`src/rtl/grs_pkg.sv`:
```
// Shared definitions for the guard-round-sticky rounding stage.
package grs_pkg;
    typedef enum logic [1:0] {
        RND_NEAR_EVEN = 2'b00,
        RND_ZERO      = 2'b01,
        RND_POS_INF   = 2'b10,
        RND_NEG_INF   = 2'b11
    } rnd_mode_e;
endpackage

```
`src/rtl/grs_decide.sv`:
```
// Increment decision for one operand.
// Inputs: sign, lowest kept bit, guard, round, sticky and the mode.
// Outputs: whether to add one ulp, and whether any discarded bit was set.
// Assumes all four mode encodings are legal; nearest is the fallback.
module grs_decide
    import grs_pkg::*;
(
    input  logic      sign,
    input  logic      lsb,
    input  logic      guard,
    input  logic      rnd,
    input  logic      sticky,
    input  rnd_mode_e mode,
    output logic      inc,
    output logic      inexact
);
    // Detect lost bits, then pick the increment rule for the mode.
    always_comb begin
        inexact = guard | rnd | sticky;
        inc     = 1'b0;
        if (inexact) begin
            unique case (mode)
                RND_ZERO:    inc = 1'b0;
                RND_POS_INF: inc = ~sign;
                RND_NEG_INF: inc = sign;
                default:     inc = guard & (rnd | sticky | lsb);
            endcase
        end
    end
endmodule

```
`src/rtl/grs_incr.sv`:
```
// Adds the increment decision to the truncated mantissa.
// The result is one bit wider, so a carry out stays visible to the caller.
module grs_incr #(
    parameter int MANT_W = 24
) (
    input  logic [MANT_W-1:0] trunc,
    input  logic              inc,
    output logic [MANT_W:0]   sum
);
    localparam int SUM_W = MANT_W + 1;

    // Zero-extend and add one ulp when requested.
    always_comb begin
        sum = {1'b0, trunc} + SUM_W'(inc);
    end
endmodule

```
`src/rtl/grs_round_unit.sv`:
```
// Rounding stage with a one-cycle latency.
// It drops the guard and round bits, applies the mode's increment rule
// and registers the result. It never renormalises: a carry out appears
// in the top bit of out_mant. The accumulated inexact flag is cleared
// only by flag_clr, and a new inexact result on the same edge wins over it.
// Assumes a synchronous, active-low reset.
module grs_round_unit
    import grs_pkg::*;
#(
    parameter int MANT_W = 24
) (
    input  logic              clk,
    input  logic              rst_n,
    input  logic              in_valid,
    input  logic              in_sign,
    input  logic [MANT_W+1:0] in_mant,
    input  logic              in_sticky,
    input  logic [1:0]        rnd_mode,
    input  logic              flag_clr,
    output logic              out_valid,
    output logic [MANT_W:0]   out_mant,
    output logic              out_rnd_up,
    output logic              out_inexact,
    output logic              sticky_inexact
);
    localparam int IN_W = MANT_W + 2;

    logic [MANT_W-1:0] trunc;
    logic              inc;
    logic              inexact;
    logic [MANT_W:0]   sum;

    // Kept mantissa bits once guard and round are removed.
    always_comb trunc = in_mant[IN_W-1:2];

    grs_decide u_decide (
        .sign    (in_sign),
        .lsb     (in_mant[2]),
        .guard   (in_mant[1]),
        .rnd     (in_mant[0]),
        .sticky  (in_sticky),
        .mode    (rnd_mode_e'(rnd_mode)),
        .inc     (inc),
        .inexact (inexact)
    );

    grs_incr #(.MANT_W(MANT_W)) u_incr (
        .trunc (trunc),
        .inc   (inc),
        .sum   (sum)
    );

    // Register the result of each accepted operand.
    always_ff @(posedge clk) begin
        if (!rst_n) begin
            out_valid   <= 1'b0;
            out_mant    <= '0;
            out_rnd_up  <= 1'b0;
            out_inexact <= 1'b0;
        end else begin
            out_valid <= in_valid;
            if (in_valid) begin
                out_mant    <= sum;
                out_rnd_up  <= inc;
                out_inexact <= inexact;
            end
        end
    end

    // Accumulate the inexact flag; a new event overrides a clear.
    always_ff @(posedge clk) begin
        if (!rst_n) begin
            sticky_inexact <= 1'b0;
        end else begin
            sticky_inexact <= (sticky_inexact & ~flag_clr) | (in_valid & inexact);
        end
    end
endmodule

```
`config.mk`:
```
export PLATFORM = sky130hd
export DESIGN_NAME = grs_round_unit
export DESIGN_NICKNAME = d
export VERILOG_FILES = /design/src/rtl/grs_pkg.sv /design/src/rtl/grs_decide.sv /design/src/rtl/grs_incr.sv /design/src/rtl/grs_round_unit.sv
export SDC_FILE = /design/constraint.sdc
export NUM_CORES = 1
export LEC_CHECK = 0
export BUFFER_PORTS_ARGS = -buffer_cell sky130_fd_sc_hd__buf_2
export CAP_MARGIN = 20
export CORE_ASPECT_RATIO = 1.5
export CORE_MARGIN = 1
export CORE_UTILIZATION = 50
export CTS_CLUSTER_SIZE = 16
export DETAILED_ROUTE_END_ITERATION = 8
export PLACE_DENSITY = 0.83
export SLEW_MARGIN = 0
export SYNTH_ARGS = -nofsm -noshare
export SYNTH_HDL_FRONTEND = slang
export SYNTH_SLANG_ARGS = --single-unit
```
`constraint.sdc`:
```
create_clock -name clk -period 7.2 [get_ports clk]
set_input_delay 1.08 -clock clk [delete_from_list [all_inputs] [get_ports clk]]
set_output_delay 1.08 -clock clk [all_outputs]
set_load 0.01 [all_outputs]
```
==> results of run 1 <==
==> critical path: cells and delay by family <==
| kind | cells | cell delay (ns) |
|---|---|---|
| AND/OR/NAND/NOR | 5 | 1.53 |
| AO/OA/AOI/OAI | 2 | 0.25 |
| buffers and inverters | 1 | 0.10 |
| adder cells (fa/ha/maj) | 2 | 0.41 |
==> logic make-up after synthesis <==
| kind of cell | count (synthesis) |
|---|---|
| DFF | 29 |
| buffers and inverters | 16 |
| adders and majority gates | 2 |
| and+or+nand+nor | 65 |
| muxes | 2 |
| xor gates and xnor gates | 10 |
| AOI/OAI and AO/OA | 54 |
==> flip-flops by register name, summed over array words and instances, names as in the netlist <==
name,flops
out_mant,25
sticky_inexact,1
out_inexact,1
out_valid,1
out_rnd_up,1
==> routing by layer <==
layer / GRT usage / routed length, um
met1: 0.2540 / 1359
met2: 0.4132 / 1712
met3: 0.06771 / 249
met4: 0.1213 / 70
met5: 0 / 0
==> power by group <==
group / leakage (nW) / total [mW] / switching, mW / internal [mW]
Clock: 0.0450 / 0.128 / 0.0613 / 0.0667
Sequential: 0.241 / 0.176 / 0.00453 / 0.171
Combinational: 0.518 / 0.0616 / 0.0354 / 0.0262
Total: 0.803 / 0.366 / 0.101 / 0.264
==> worst paths after layout <==
kind / slack, ns / to / cells after the start
setup reg to reg: 6.46 / out_mant[22] / 1
hold / removal: 0.47 / out_inexact / 2
hold reg to reg: 0.47 / out_inexact / 2
setup / recovery: 4.07 / out_mant[20] / 10
==> cells in the final DEF, fill, tap and decap left out, types with 5 or more instances in the layout <==
master / count
buf_2: 62
dfxtp_1: 29
o21ai_0: 21
nor2_1: 11
nand2_1: 10
a31oi_1: 9
a21oi_1: 8
inv_1: 7
nor3_1: 7
nand4_1: 7
nand3_1: 7
or3_1: 7
xnor2_1: 6
a211oi_1: 5
clkbuf_8: 5
==> cell type report <==
type / count / area (um2)
Multi-Input combinational cell: 133 / 833.3
Clock buffer: 6 / 72.57
Fill cell: 247 / 854.6
Sequential cell: 29 / 580.6
Timing Repair Buffer: 62 / 310.3
Inverter: 7 / 26.28
Clock inverter: 2 / 10.01
Tap cell: 37 / 46.29
==> reports/results.env, run 1 <==
POST_DRT_VIA_CELL_RATIO=5.562
SYNTHMUXAREASHARE=0.01350
YS_SEQ_ELEMENTS=29
NUMBER_OF_ANTENNA_VIOLATIONS_AT_THE_FIRST_CHECK_IN_GLOBAL_ROUTING=0
CRITICAL_PATH_CLASS='input pin to register'
CRITICAL_PATH_ARRIVAL_NS=3.36
SYNTH_TOP_AREA_FRAC=0.3916
FIN_CRIT_SH=0.4351
CLK_PATH_BUF_DEPTH=2
YOSYS.AREA_SHARE.ADDER=0.01688
SETUP_TNS_NS=0
REPORT.FINAL.HOLD_VIOL_COUNT=0
SKEW_NS=0
CRIT_PATH_CELL_TRACE='buf_2, o21a_1, o221ai_1, nor2b_1, ha_1, ha_1, nand3_1, or4_1, or4_1, nand3_1'
HOLD_PATH.STARTPOINT='out_inexact'
POST-SYNTH-TOP-COUNT-CELL='dfxtp_1'
CRITPATHMAXFANOUT=9
AREA_DELTA_SYNTH_FINAL_PCT=26.75
SYNTH_SEQUENTIAL_AREA_RATIO=0.3916
GR-TOTAL-OVERFLOW=0
CTS.CLK_SLEW.WORST_PATHS_NS=0.06
SYNTHESIS.YOSYS.WARNINGS=0
VIAS_IN_THE_FIRST_GLOBAL_ROUTE=1347
DOMINANT_COMBINATIONAL_CELL_FAMILY_BY_AREA_AFTER_SYNTHESIS='simple AND/OR/NAND/NOR gates'
FINALNONFILLERCELLS=276
FINALINSTANCEAREA_UM2=1879
CORE.ROWCOUNT=23
DR_TOTAL_VIAS=1535
GRT_START_MAX_NET_PINS=50
POSTCTSSETUPBUFFERS=0
NETS=274
DIE_X_UM=46.46
CTS-ROOT-BUF='clkbuf_8'
POWER.STATIC_LEAKAGE_nW=0.8032
DP_SLACK_NS=3.777
FP.DIEAREA_UM2=3192
DRIVE_GT1_FRAC=0.3013
SYN_INST=178
SYNTH_AREA_UM2=1483
POSTPLACECELLAREA_UM2=1797
IR_DROP_mV=0.1358
CLOCK_LATENCY_NS=0.28
MAXIMUM_CELL_STAGE_DELAY_ALONG_THE_CRITICAL_PATH_NS=0.57
CTS-RESIZED-GATES=0
PLACEDCELLCOUNT=268
TRITONCTS.NUM_BUFFERS=5
TIMING.CRITICAL_PATH.FROM_TYPE='input pin'
DRT_PASS1_ITERATIONS=4
GP_CONGESTION=0.8796
UNREPAIRED_SETUP_ENDPOINTS_AFTER_GLOBAL_ROUTING='no'
SYN_AREA_PER_CELL_UM2=8.330
NETLIST-CELL-TYPE-COUNT=40
SYNTH_FF_TYPE='dfxtp_1'
YS_TOP_CELLS_BY_AREA='dfxtp_1 39%, o21ai_0 7.1%, a31oi_1 3.8%, xnor2_1 3.5%, nand4_1 3.0%'
SETUP.WORST_PATH.END_CLASS='register'
TOTAL_CLOCK_SINKS=29
INITIAL_CELL_DENSITY_OF_THE_CORE=0.5423
ASYNC_FLOP_SHARE=0
WHS_NS=0.4692
SYNTH_SIMPLE_GATE_AREA_FRAC=0.2506
DRT_ITER0_MARKERS=33
DRV_SLEW=0
GLOBAL_ROUTE.USAGE.TOTAL=0.2390
FP.COREAREA_UM2=2734
BUFFER_PORTS.INSERTED=62
CAP_VIOLATIONS=0
MAX_FREQ_MHz=319.2
MAXSLEWHEADROOM=0.4911
DIE_HEIGHT_UM=68.70
FINALSETUPVIOLCOUNT=0
COMPOUND_CELL_AREA_SHARE_OF_THE_YOSYS_NETLIST=0.2219
DETAILED_PLACE_HPWL_MM=2.591
EDFF_COUNT_SYNTH=0
CRIT_PATH_TOP_DELAY_CELL='or4_1'
I_O_PIN_COUNT=63
LAYOUT.CORE_UTILIZATION=0.6874
SYNTH_XOR_XNOR_AREA_SHARE=0.05907
HOLDCRITPATHCLASS='register to register'
FINAL_PERIOD_MINUS_WORST_SETUP_SLACK_NS=3.133
N_ANTENNA_CELL=0
SYNTH_NETS=214
POWER_DENSITY_nW_PER_UM2=194.5
GRT_PASS1_WL_MM=5.416
WIRELENGTH_MM=3.392
TIGHTEST_SLEW_NS=0.7633
FINAL.SETUP.WORST_SLACK_NS=4.067
DRC=0
DETAIL-ROUTE-ANTENNA-NETS=0
STATUS='finished clean'
CTSHOLDBUFFERS=0
HTREE_LEVELS=2
TRITONCTS='built'
WORSTPATHREQUIRED_NS=7.43
WORST_SETUP_PATH_STARTPOINT='in_mant[0]'
WORSTREG2REGSTART='out_mant[22]'
NETLIST.TOP_CELL.BY_AREA='dfxtp_1'
MOST_USED_STANDARD_CELLS_IN_THE_SYNTHESIZED_NETLIST='29 x dfxtp_1, 21 x o21ai_0, 11 x nor2_1'
WL_PER_CELL_UM=12.29
TOTAL_POWER_uW=365.5
Power figures use the tool's default switching activity.
==> run 2, diff against run 1 <==
CORE_UTILIZATION = 42   (was 50)
PLACE_DENSITY = 0.75   (was 0.83)
clock period = 2.7 ns   (was 7.2 ns; I/O delays follow)
==> reports/results.env, run 2 (same netlist as run 1, synthesis figures left out) <==
SETUP_TNS_NS=0  # unchanged
UNREPAIRED_SETUP_ENDPOINTS_AFTER_GLOBAL_ROUTING='no'
DRT_PASS1_ITERATIONS=4  # unchanged
WORSTPATHREQUIRED_NS=2.91  # -4.52 ns
DETAILED_PLACE_HPWL_MM=2.661  # +2.7%
DETAIL-ROUTE-ANTENNA-NETS=0  # unchanged
GR-TOTAL-OVERFLOW=0  # unchanged
POWER_FRAC_SEQ=0.428  # -0.053
FINAL_PERIOD_MINUS_WORST_SETUP_SLACK_NS=2.370
IR_DROP_mV=0.3625  # +170%
HOLDCRITPATHCLASS='input pin to register'
DR_TOTAL_VIAS=1563  # +1.8%
CTS.CLK_SLEW.WORST_PATHS_NS=0.06  # about the same
GLOBAL_ROUTE.USAGE.TOTAL=0.1917  # -0.04723
REPORT.FINAL.HOLD_VIOL_COUNT=0  # unchanged
TRITONCTS='built'
CRITICAL_PATH_CLASS='input pin to register'
DRT_ITER0_MARKERS=36  # +9.1%
NUMBER_OF_ANTENNA_VIOLATIONS_AT_THE_FIRST_CHECK_IN_GLOBAL_ROUTING=0  # unchanged
DRIVE_GT1_FRAC=0.3099  # +0.008662
MOSTFREQUENTLAYOUTCELL='buf_2'
FINALSETUPVIOLCOUNT=0  # unchanged
WHS_NS=0.3847  # -0.08449 ns
POWER.STATIC_LEAKAGE_nW=0.8298  # +3.3%
MAXIMUM_CELL_STAGE_DELAY_ALONG_THE_CRITICAL_PATH_NS=0.61  # +0.04 ns
CAP_VIOLATIONS=0  # unchanged
CLK_PATH_BUF_DEPTH=2  # unchanged
DP_SLACK_NS=0.05633  # -3.721 ns
P_SW_uW=270.5  # +170%
STATUS='finished clean'
PATH_BUF_INV=1  # unchanged
CORE.ROWCOUNT=26  # +13%
SKEW_NS=0  # unchanged
CLOCK_LATENCY_NS=0.28  # about the same
N_ANTENNA_CELL=0  # unchanged
MAXSLEWHEADROOM=0.6762  # +0.1851
HTREE_LEVELS=2  # unchanged
SETUP.WORST_PATH.END_CLASS='register'
VIAS_IN_THE_FIRST_GLOBAL_ROUTE=1294  # -3.9%
CRITPATHMAXFANOUT=11  # +2
CRIT_PATH_CELL_TRACE='buf_2, o21a_1, o221ai_1, nor2b_1, ha_1, nand4_1, or4_4, or4_1, a31oi_1'
CTS-ROOT-BUF='clkbuf_8'
PART_OF_THE_POWER_IN_THE_CLOCK_NETWORK=0.420  # +0.070
CRIT_PATH_TOP_DELAY_CELL='or4_4'
NETS=277  # +1.1%
MAX_FREQ_MHz=421.9
WORST_PATH_DOMINANT_CELL_FAMILY='simple AND/OR/NAND/NOR gates'
P_COMB_FRAC=0.152  # -0.016
SWITCHING_SHARE=0.2460  # -0.03075
LARGEST_REGISTER_BY_FLOP_COUNT='out_mant'
LARGEST_REGISTER_FFS=25  # unchanged
LAYOUT_COMMON_CELLS='62 x buf_2, 29 x dfxtp_1, 21 x o21ai_0'
DIE_X_UM=50.51  # +8.7%
WIRELENGTH_MM=3.601  # +6.2%
FINAL.SETUP.WORST_SLACK_NS=0.3297  # -3.737 ns
GRT_START_MAX_NET_PINS=27  # -46%
POWER_DENSITY_nW_PER_UM2=566.2  # +190%
TIMING.CRITICAL_PATH.FROM_TYPE='input pin'
INITIAL_CELL_DENSITY_OF_THE_CORE=0.4382  # -0.1041
POST_DRT_VIA_CELL_RATIO=5.504  # -1.0%
BUFFER_PORTS.INSERTED=62  # unchanged
TRITONCTS.NUM_BUFFERS=5  # unchanged
CRITICAL_PATH_ARRIVAL_NS=2.58  # -0.78 ns
FIN_CRIT_SH=0.8779
TIGHTEST_SLEW_NS=0.4812  # -0.2821 ns
I_O_PIN_COUNT=63  # unchanged
DIE_HEIGHT_UM=74.77  # +8.8%
DRV_SLEW=0  # unchanged
AREA_DELTA_SYNTH_FINAL_PCT=30.97
POSTCTSSETUPBUFFERS=0  # unchanged
CTS-RESIZED-GATES=0  # unchanged
FP.DIEAREA_UM2=3777  # +18%
FP.COREAREA_UM2=3383  # +24%
P_INT_uW=829.0  # +210%
GRT_PASS1_WL_MM=5.451  # +0.65%
WL_PER_CELL_UM=12.68  # +3.2%
GP_CONGESTION=0.8332  # -5.3%
CTSHOLDBUFFERS=0  # unchanged
DRC=0  # unchanged
TOTAL_CLOCK_SINKS=29  # unchanged
run 2: cell types whose count changed in the layout (fill, tap and decap cells not counted), sizes merged:
cell / change
buf: +3
clkbuf: +1
bufinv: +1
clkinv: -2
run 2: power groups by stage:
stage                     clock network (mW)  logic [mW]  registers [mW]
after floorplan                            0      0.0697           0.493
after global placement                     0       0.166           0.479
after detailed placement                   0       0.168           0.479
after CTS                              0.466       0.168           0.470
after global routing                   0.487       0.187           0.473
final                                  0.462       0.168           0.470
run 2: area by class of cell:
cell class	count	area (um2)
clock buffer	7	86.33
clock inverter	1	30.03
fill	344	1441
inverter	7	26.28
multi-input combinational	133	833.3
sequential	29	580.6
tap	42	52.55
timing repair buffer	65	332.8
run 2: worst min-delay path: cells and delay by family:
family                 cells  cell delay, ns
AO/OA/AOI/OAI              1            0.06
buffers and inverters      1            0.07
AND/OR/NAND/NOR            1            0.08
run 2: final timing paths:
path	startpoint	end	slack [ns]	depth (start not counted)
worst max-delay path	in_mant[0]	out_mant[21]	0.33	9
worst min-delay path	flag_clr	sticky_inexact	0.38	3
worst min register to register	out_inexact	out_inexact	0.46	2
worst max register to register	out_mant[22]	out_mant[22]	1.95	1
run 2: metal layers:
layer  global-route usage  up-vias  part of all wire
li1                     -      793                 -
met1               0.1958      715              0.41
met2               0.3437       46              0.51
met3              0.05859        9             0.051
met4               0.1111        0             0.029
met5                    0        -                 0
run 2: through the flow:
stage	utilization	instances	cell area, um2	power, mW
finish	0.5740	284	1942	1.100
global placement	0.5396	276	1826	0.6449
detailed placement	0.5396	276	1826	0.6470
CTS	0.5740	284	1942	1.104
global route	0.5740	284	1942	1.147
floorplan	-	178	1483	0.5629
